$ cat src/rtl/tmr8_wave.sv
module tmr8_wave #(
  parameter int W = 8
) (
  input  logic         clk,
  input  logic         rst_n,
  input  logic         tick,
  input  logic [2:0]   mode,
  input  logic         wr_en,
  input  logic         wr_sel,
  input  logic [W-1:0] wr_data,
  input  logic         ovf_clr,
  output logic [W-1:0] count,
  output logic         down,
  output logic         match_a,
  output logic         match_b,
  output logic         top_hit,
  output logic         bottom_hit,
  output logic         ovf_flag
);
  localparam logic [W-1:0] MAXV = {W{1'b1}};
  localparam logic [W-1:0] ONE  = W'(1);

  logic [W-1:0] buf_a, buf_b, act_a, act_b, top;
  logic m_norm, m_ctc, m_fast8, m_fastA, m_phase, m_rsvd, top_is_a, imm;
  logic go, at_top, at_bot, ovf_set;

  assign m_norm   = (mode == 3'd0);
  assign m_ctc    = (mode == 3'd2);
  assign m_fast8  = (mode == 3'd3);
  assign m_fastA  = (mode == 3'd7);
  assign m_phase  = (mode == 3'd1) || (mode == 3'd5);
  assign m_rsvd   = (mode == 3'd4) || (mode == 3'd6);
  assign top_is_a = m_ctc || m_fastA || (mode == 3'd5);
  assign imm      = m_norm || m_ctc || m_rsvd;

  assign top    = top_is_a ? act_a : MAXV;
  assign go     = tick && !m_rsvd;
  assign at_top = (count == top);
  assign at_bot = (count == '0);

  assign match_a    = go && (count == act_a);
  assign match_b    = go && (count == act_b);
  assign top_hit    = go && at_top;
  assign bottom_hit = go && at_bot;

  assign ovf_set = go && (((m_norm || m_ctc || m_fast8) && count == MAXV) ||
                          (m_phase && at_bot) || (m_fastA && at_top));

  always_ff @(posedge clk) begin
    if (!rst_n) begin
      buf_a <= '0;
      buf_b <= '0;
    end else if (wr_en) begin
      if (wr_sel) buf_b <= wr_data;
      else        buf_a <= wr_data;
    end
  end

  always_ff @(posedge clk) begin
    if (!rst_n) begin
      act_a <= '0;
      act_b <= '0;
    end else if (imm) begin
      act_a <= (wr_en && !wr_sel) ? wr_data : buf_a;
      act_b <= (wr_en &&  wr_sel) ? wr_data : buf_b;
    end else if (go && at_top) begin
      act_a <= buf_a;
      act_b <= buf_b;
    end
  end

  always_ff @(posedge clk) begin
    if (!rst_n) begin
      count <= '0;
      down  <= 1'b0;
    end else if (go) begin
      if (m_phase) begin
        if (!down) begin
          if (at_top) begin
            if (top != '0) begin
              down  <= 1'b1;
              count <= count - ONE;
            end
          end else begin
            count <= count + ONE;
          end
        end else if (at_bot) begin
          down  <= 1'b0;
          count <= (top == '0) ? '0 : ONE;
        end else begin
          count <= count - ONE;
        end
      end else begin
        down  <= 1'b0;
        count <= (!m_norm && at_top) ? '0 : count + ONE;
      end
    end
  end

  always_ff @(posedge clk) begin
    if (!rst_n) ovf_flag <= 1'b0;
    else        ovf_flag <= ovf_set || (ovf_flag && !ovf_clr);
  end

  a_r8_reserved_hold: assert property (@(posedge clk) disable iff (!rst_n)
    (tick && m_rsvd) |=> $stable(count));
  a_r10_idle_hold: assert property (@(posedge clk) disable iff (!rst_n)
    !tick |=> ($stable(count) && $stable(down)));
  a_r10_strobe_needs_tick: assert property (@(posedge clk) disable iff (!rst_n)
    (match_a || match_b || top_hit || bottom_hit) |-> tick);
  a_r9_sticky: assert property (@(posedge clk) disable iff (!rst_n)
    (ovf_flag && !ovf_clr) |=> ovf_flag);
  a_r9_set_wins: assert property (@(posedge clk) disable iff (!rst_n)
    ovf_set |=> ovf_flag);
  a_r9_clear: assert property (@(posedge clk) disable iff (!rst_n)
    (ovf_clr && !ovf_set) |=> !ovf_flag);
  a_r5_turn_at_bottom: assert property (@(posedge clk) disable iff (!rst_n)
    (m_phase && tick && down && at_bot && top != '0) |=> (!down && count == ONE));
  a_r4_wrap_to_zero: assert property (@(posedge clk) disable iff (!rst_n)
    ((m_fast8 || m_fastA || m_ctc) && tick && at_top) |=> (count == '0));
endmodule

$ cat config.mk
export PLATFORM = sky130hd
export DESIGN_NAME = tmr8_wave
export DESIGN_NICKNAME = d
export VERILOG_FILES = /design/src/rtl/tmr8_wave.sv
export SDC_FILE = /design/constraint.sdc
export NUM_CORES = 1
export LEC_CHECK = 0
export ABC_AREA = 1
export CAP_MARGIN = 15
export CELL_PAD_IN_SITES_DETAIL_PLACEMENT = 0
export CELL_PAD_IN_SITES_GLOBAL_PLACEMENT = 1
export CORE_ASPECT_RATIO = 0.5
export CORE_MARGIN = 2
export CORE_UTILIZATION = 36
export CTS_CLUSTER_DIAMETER = 80
export DETAILED_ROUTE_END_ITERATION = 8
export PLACE_DENSITY_LB_ADDON = 0.1
export SETUP_SLACK_MARGIN = 0.05
export SLEW_MARGIN = 40
export SYNTH_ARGS = -nofsm -noshare
export SYNTH_HDL_FRONTEND = slang
export SYNTH_SLANG_ARGS = --single-unit
$ cat constraint.sdc
create_clock -name clk -period 1.76 [get_ports clk]
set_input_delay 0.352 -clock clk [delete_from_list [all_inputs] [get_ports clk]]
set_output_delay 0.352 -clock clk [all_outputs]
set_load 0.05 [all_outputs]
# Yosys cells after proc, flatten, opt, wreduce, memory -nomap -nowiden
# Cells that the tools add are included.
# Widths: inputs -> output; s select.
# totals
regBits	42
inputBits	17
out_inout_bits	14
wordCells	76
# op_classes
addsub	2
eq_ne	12
mux	19
n_bitwise	1
n_reduce_logical	35
# ops
cell	n
$mux 8	13
$eq 8x8->1	3
$logic_not 8->1	2
$logic_and 1x1->1	13
$eq 3x3->1 const B	4
$logic_or 1x1->1	10
$add 8x1->8 const B	1
$eq 8x8->1 const B	1
$reduce_bool 8->1	1
$sub 8x1->8 const B	1
$eq 3x2->1 const B	2
$mux 1	6
$reduce_and 2->1	3
$logic_not 1->1	4
$ne 4x3->1 const B	1
$eq 3x1->1 const B	1
$logic_not 3->1	1
$reduce_bool 2->1	1
$not 1->1	1

# Depth between registers and ports, before layout
# Gate-level depths: netlist of the first run.
# logic_depth
word_depth	9
depth_mapped	16
depth_no_buf	15

# Least setup slack after synthesis of the first run
# No wires, ideal clock.
# synth_path
path_kind	reg-to-output
from	reg count[6]
to	out match_a
t_arrival_ps	2636
required_time_ps	1408
slack_ps	-1228
stages_incl_launch_ff	7
path_buffers	0
cell_sequence	dfxtp_1 > inv_2 > nand2_1 > nand2_1 > nor2_2 > nand4_1 > nor4_1
# synth_between
elab_chain_len	2
# synth_rtl
item	line_no	rtl
start: declaration	12	output logic [W-1:0] count,
start signal: assignment	82	count <= count - ONE;
start signal: assignment	85	count <= count + ONE;
start signal: assignment	89	count <= (top == '0) ? '0 : ONE;
$eq 8x8->1	41	assign match_a = go && (count == act_a);
$logic_and 1x1->1	41	
end: declaration	14	output logic match_a,
# Every way passes these cells.

# Worst setup path after layout of the first run
# layout_path
from	reg count[1]
to	out match_b
# layout_between
elab_chain_len	2
# layout_rtl
item	line_no	rtl
$eq 8x8->1	42	assign match_b = go && (count == act_b);
$logic_and 1x1->1	42	
end: declaration	15	output logic match_b,
# Every way passes these cells.

==> results of run 1 <==
[synthesized netlist by cell type (2+ instances only)]
cell	instances
nand2_1	97
nor2_1	62
dfxtp_1	42
inv_1	34
nand3_1	28
a21oi_1	19
mux2i_1	16
o21ai_0	14
xor2_1	11
o22ai_1	8
o21ai_1	7
clkbuf_1	6
inv_2	6
nand2_2	6
nand4_1	5
buf_6	4
ha_1	3
nand2_4	3
nor3_1	3
buf_2	2
nor2_2	2
nor2_4	2
or2_2	2
[report_power, final]
| group | total (mW) | switching, mW | internal [mW] |
|---|---|---|---|
| clock | 1.01 | 0.397 | 0.614 |
| sequential | 1.05 | 0.0545 | 0.998 |
| combinational | 0.878 | 0.493 | 0.385 |
[critical path: cells and delay by family (launching register included)]
| family | cells | cell delay (ps) |
|---|---|---|
| AND/OR/NAND/NOR | 3 | 360 |
| flip-flops | 1 | 390 |
| AO/OA/AOI/OAI | 2 | 370 |
| buffers and inverters | 2 | 230 |
[layer usage]
| layer | GRT usage | wire, um |
|---|---|---|
| met5 | 0 | 0 |
| met4 | 0.0361 | 56 |
| met2 | 0.324 | 3260 |
| met3 | 0.0479 | 293 |
| met1 | 0.278 | 4130 |
[metrics by stage]
stage	setup slack (ps)	std cells	power (mW)
global placement	-482	552	1.84
finish	-242	571	2.94
floorplan	-192	397	1.54
detailed placement	-538	552	1.84
CTS	-308	566	2.90
global route	-328	571	3.10
[state kept, by name, summed over array words and instances, names as in the netlist]
register,count
act_a,8
act_b,8
buf_a,8
buf_b,8
count,8
down,1
ovf_flag,1
[path summary, 6_finish.rpt]
kind,startpoint,end,cells after the start
max,count[1]$_SDFFE_PN0P_,match_b,7
min,tick,down$_SDFFE_PN0P_,3
max reg2reg,count[1]$_SDFFE_PN0P_,count[2]$_SDFFE_PN0P_,15
min reg2reg,ovf_flag$_SDFF_PN0_,ovf_flag$_SDFF_PN0_,2
[cells by family after synthesis]
family | after synthesis | synth area share
flip-flops | 42 | 0.319
AO/OA/AOI/OAI | 56 | 0.120
buffers and inverters | 55 | 0.0915
multiplexers | 16 | 0.0607
AND/OR/NAND/NOR | 213 | 0.355
adder cells (fa/ha/maj) | 3 | 0.0142
XOR/XNOR | 12 | 0.0398
[final cells by class]
type                    count  share of cell area
repair buffers             87               0.202
inverters                  42              0.0460
clock inverters             1             0.00161
clock buffers               7              0.0396
flip-flops and latches     42               0.224
multi-input cells         300               0.457
well taps                  92              0.0296
[timing repair]
| action | CTS | global route |
|---|---|---|
| pin swaps | 12 | 14 |
| gates resized for setup | 32 | 33 |
| hold buffers | 0 | 0 |
| setup buffers | 6 | 5 |
| endpoints found under the setup margin | 30 | 30 |
==> impl_metrics.py, run 1 <==
metrics = {
    "placed_design": {
        "io_buffers": 30,
        "dp_hpwl_mm": 5.75,
        "place_area_um2": 3430,
        "globalplace.congestion": 0.936,
    },
    "clock_tree": {
        "cts_tree": "done",
        "clk_latency_ps": 290,
        "htree_levels": 2,
        "clk_pin_slew_ps": 60,
        "cts_buffer_depth": 2,
        "cts-root-buf": "clkbuf_16",
        "cts_sinks": 42,
        "cts_buffers": 5,
    },
    "floorplanning": {
        "die-area_um2": 8070,
        "rows": 21,
        "fp.coreArea_um2": 6880,
        "die_h_um": 64.5,
        "die_x_um": 125,
        "ios": 31,
        "start_util": 0.383,
    },
    "drt": {
        "wirelength_mm": 7.74,
        "drc": 0,
        "drtPass1Iterations": 4,
        "drtIter0Drc": 113,
        "wl_per_cell_um": 13.6,
        "num_vias": 2744,
        "antenna_left": 0,
        "vias_per_cell": 4.81,
    },
    "sta": {
        "fin_crit_ps": 2000,
        "setup_viol": 29,
        "holdWs_ps": 421,
        "finClkSkew_ps": 5.41,
        "fin_crit_sh": 1.14,
        "setup_tns_ps": -2080,
        "max_freq_mhz": 500,
        "worst_slack_ps": -242,
        "finalHoldViolations": 0,
        "slew_headroom": 0.677,
        "rsz0062_at_grt": "true",
        "drv_slew": 0,
        "worst-slew-pin-transition_ps": 484,
    },
    "worst_hold_path": {
        "worstHoldPathType": "primary input to register",
    },
    "synth": {
        "synth_warnings": 0,
        "ys_seq_area_frac": 0.319,
        "synth_top_area_share": 0.319,
        "ys_ff_latch": 42,
        "synthesis.nets": 417,
        "synth_edf_count": 0,
        "dominantRegCellSynth": "dfxtp_1",
        "syn_area_um2": 2640,
        "synth_cells": 397,
        "synth_top_cell_by_area": "dfxtp_1",
        "async_flop_share": 0,
        "synth.avg_cell_area_um2": 6.65,
        "synth_cell_types": 38,
        "synth_area_leaders": "dfxtp_1 32%, nand2_1 14%, nor2_1 8.8%, mux2i_1 6.1%, nand3_1 5.3%",
    },
    "critical_path": {
        "cp_cell_sequence": "inv_4, nand2_2, o2111ai_2, a2111oi_2, nand2_1, nor3_4, buf_12",
        "critPathCaptureType": "primary output",
        "cp_slowest_cell": "dfxtp_4",
        "crit_arrival_ps": 1650,
        "critPathLaunchType": "register",
        "max_stage_delay_ps": 390,
        "required_ps": 1410,
        "reg2reg_slack_ps": -90,
        "crit_type": "register to primary output",
        "crit_fanout": 5,
    },
    "layout": {
        "diodes": 0,
        "finalInstanceArea_um2": 3890,
        "multi_input_area_um2": 1780,
        "area_growth_syn_to_layout_pct": 47.4,
        "fin_util": 0.565,
        "drive_gt1_frac": 0.330,
        "fin_nets": 498,
        "fillerInstances": 685,
        "final_common_cell": "nand2_1",
        "final_cell_mix": "90 x nand2_1, 59 x buf_4, 56 x nor2_1",
        "ff_latch_area_um2": 871,
    },
    "status": {
        "status": "complete, but fails checks",
        "violations": "negative setup slack",
    },
    "global_routing": {
        "grt_max_degree": 44,
        "overflow": 0,
        "grt_pass1_wl_mm": 12.9,
        "grt_antenna_before_repair": 0,
        "grt_util_all_layers": 0.201,
        "grt_pass1_vias": 2655,
    },
    "flow_run": {
        "maxCapViolCount": 0,
    },
    "power": {
        "vdd_drop_max_uv": 394,
        "p_leak_nw": 1.78,
        "powerDensity_nw_per_um2": 756,
    },
}
No activity file was read; power rests on OpenSTA's default activity.
==> run 2, diff against run 1 <==
==> constraint.sdc (replaced) <==
create_clock -name clk -period 1.76 [get_ports clk]
set_input_delay 0.352 -clock clk [delete_from_list [all_inputs] [get_ports clk]]
set_output_delay 0.352 -clock clk [all_outputs]
set_load 0.01 [all_outputs]
==> run 2 against run 1 <==
- the flow still finishes with violations (negative setup slack)
- sequential power hardly changed
- utilization is 6.7 points higher
- critical path depth stayed put
- sequential cell count stayed put
- count of clock-buffer cells in the layout is 1 lower
- clock skew is 1.5 ps lower
==> impl_metrics.py, run 2 (synthesis results as in run 1) <==
metrics = {
    "sta": {
        "fin_crit_sh": 1.11,
        "setup_viol": 24,
        "worst-slew-pin-transition_ps": 527,
        "drv_slew": 0,
        "worst_slack_ps": -196,
        "rsz0062_at_grt": "true",
        "finalHoldViolations": 0,
        "finClkSkew_ps": 3.94,
        "max_freq_mhz": 511,
        "fin_crit_ps": 1960,
        "slew_headroom": 0.649,
    },
    "placed_design": {
        "globalplace.congestion": 0.943,
        "place_area_um2": 3480,
        "post-place-ws_ps": -914,
        "dp_hpwl_mm": 5.88,
        "io_buffers": 30,
    },
    "critical_path": {
        "cp_cell_sequence": "inv_2, or2_2, o2111ai_2, a2111oi_2, nand2_1, nor3_2, buf_2",
        "crit_fanout": 3,
        "crit_end": "match_b",
        "crit_arrival_ps": 1600,
        "critPathCaptureType": "primary output",
        "required_ps": 1410,
        "cp_slowest_cell": "dfxtp_4",
        "startpoint": "count[5]$_SDFFE_PN0P_",
        "crit_type": "register to primary output",
        "r2r-start": "count[5]$_SDFFE_PN0P_",
        "reg2reg_to": "act_a[2]$_SDFFE_PN0P_",
        "reg2reg_slack_ps": -90,
        "r2r_cells": 12,
        "critPathLaunchType": "register",
        "max_stage_delay_ps": 370,
    },
    "floorplanning": {
        "die_h_um": 64.5,
        "fp.coreArea_um2": 6880,
        "start_util": 0.383,
        "die-area_um2": 8070,
        "die_x_um": 125,
        "rows": 21,
        "ios": 31,
    },
    "layout": {
        "area_growth_syn_to_layout_pct": 65.0,
        "final_cell_mix": "74 x nand2_1, 57 x buf_4, 45 x nor2_1",
        "fillerInstances": 612,
        "fin_util": 0.632,
        "fin_nets": 522,
        "drive_gt1_frac": 0.425,
        "finalInstanceArea_um2": 4350,
        "final_common_cell": "nand2_1",
        "diodes": 0,
    },
    "clock_tree": {
        "clk_latency_ps": 290,
        "cts_sinks": 42,
        "cts_buffers": 5,
        "cts_buffer_depth": 2,
        "htree_levels": 2,
        "clk_pin_slew_ps": 60,
        "cts-hold-fix-buffers": 0,
        "cts_tree": "done",
        "cts-root-buf": "clkbuf_16",
    },
    "flow_run": {
        "maxCapViolCount": 0,
    },
    "worst_hold_path": {
        "holdPathStages": 3,
        "worstHoldPathType": "primary input to register",
    },
    "status": {
        "violations": "negative setup slack",
        "status": "complete, but fails checks",
    },
    "global_routing": {
        "grt_util_all_layers": 0.212,
        "overflow": 0,
        "grt_busiest_layer": "met2",
        "grt_max_degree": 44,
        "grt_pass1_vias": 2723,
        "grt_use_met2": 0.343,
        "grt_util_met3": 0.0512,
        "grt_pass1_wl_mm": 13.5,
        "use_met1": 0.287,
        "grt_antenna_before_repair": 0,
    },
    "drt": {
        "drc": 0,
        "vias_per_cell": 4.89,
        "wirelength_mm": 8.49,
        "drtIter0Drc": 119,
        "num_vias": 2908,
        "wl_per_cell_um": 14.3,
        "drtPass1Iterations": 5,
        "antenna_left": 0,
    },
    "power": {
        "p_sw_frac": 0.330,
        "pwr-share-seq": 0.356,
        "p_leak_nw": 2.00,
        "p_comb_frac": 0.326,
        "p_sw_mw": 0.973,
        "clkPwrFrac": 0.318,
        "vdd_drop_max_uv": 365,
        "total_power_mw": 2.95,
        "p_int_mw": 1.98,
        "powerDensity_nw_per_um2": 677,
    },
}
## run 2: stage by stage
stage	setup TNS [ps]	hold WS [ps]	std cells
floorplan	0	469	397
global placement	-18740	478	567
detailed placement	-19130	489	567
CTS	-779	496	582
global route	-3890	405	595
finish	-1230	389	595
## run 2: critical path, delay by kind of cell (launching register included)
family | cells | cell delay, ps
compound gates | 2 | 410
flops | 1 | 370
simple gates | 3 | 320
buf+inv | 2 | 200
## run 2: routing by layer
| metal | wire length [um] | share of wire |
|---|---|---|
| met1 | 4160 | 0.49 |
| met2 | 3900 | 0.46 |
| met3 | 354 | 0.042 |
| met4 | 63 | 0.0074 |
| met5 | 0 | 0 |
## run 2: area by class of cell
type / count / area, um^2 / share of cell area
Sequential cell: 42 / 868 / 0.199
Inverter: 42 / 180 / 0.0414
Tap cell: 92 / 115 / 0.0264
Timing Repair inverter: 1 / 11.3 / 0.00259
Timing Repair Buffer: 109 / 1020 / 0.233
Clock inverter: 2 / 13.8 / 0.00316
Clock buffer: 6 / 129 / 0.0296
Multi-Input combinational cell: 301 / 2020 / 0.464
## run 2: power by group through the flow
stage | clock (mW) | sequential [mW] | combinational (mW)
floorplan | 0 | 1.06 | 0.404
global placement | 0 | 1.07 | 0.706
detailed placement | 0 | 1.07 | 0.713
CTS | 0.963 | 1.05 | 0.789
global route | 1.02 | 1.05 | 1.04
finish | 0.939 | 1.05 | 0.962
## run 2: worst min-delay path by stage
stage	endpoint	slack, ps	start
CTS	act_b[0]$_SDFFE_PN0P_	500	act_b[0]$_SDFFE_PN0P_
floorplan	act_b[4]$_SDFFE_PN0P_	470	act_b[4]$_SDFFE_PN0P_
detailed placement	act_b[0]$_SDFFE_PN0P_	490	act_b[0]$_SDFFE_PN0P_
finish	down$_SDFFE_PN0P_	390	tick
global route	down$_SDFFE_PN0P_	400	tick
global placement	ovf_flag$_SDFF_PN0_	480	ovf_flag$_SDFF_PN0_
## run 2: what timing repair did
| item | in CTS | in global routing |
|---|---|---|
| endpoints found under the setup margin | 38 | 33 |
| buffers inserted | 7 | 12 |
| cloned | 1 | 3 |
| pin swaps | 23 | 44 |
| resized for setup | 88 | 99 |
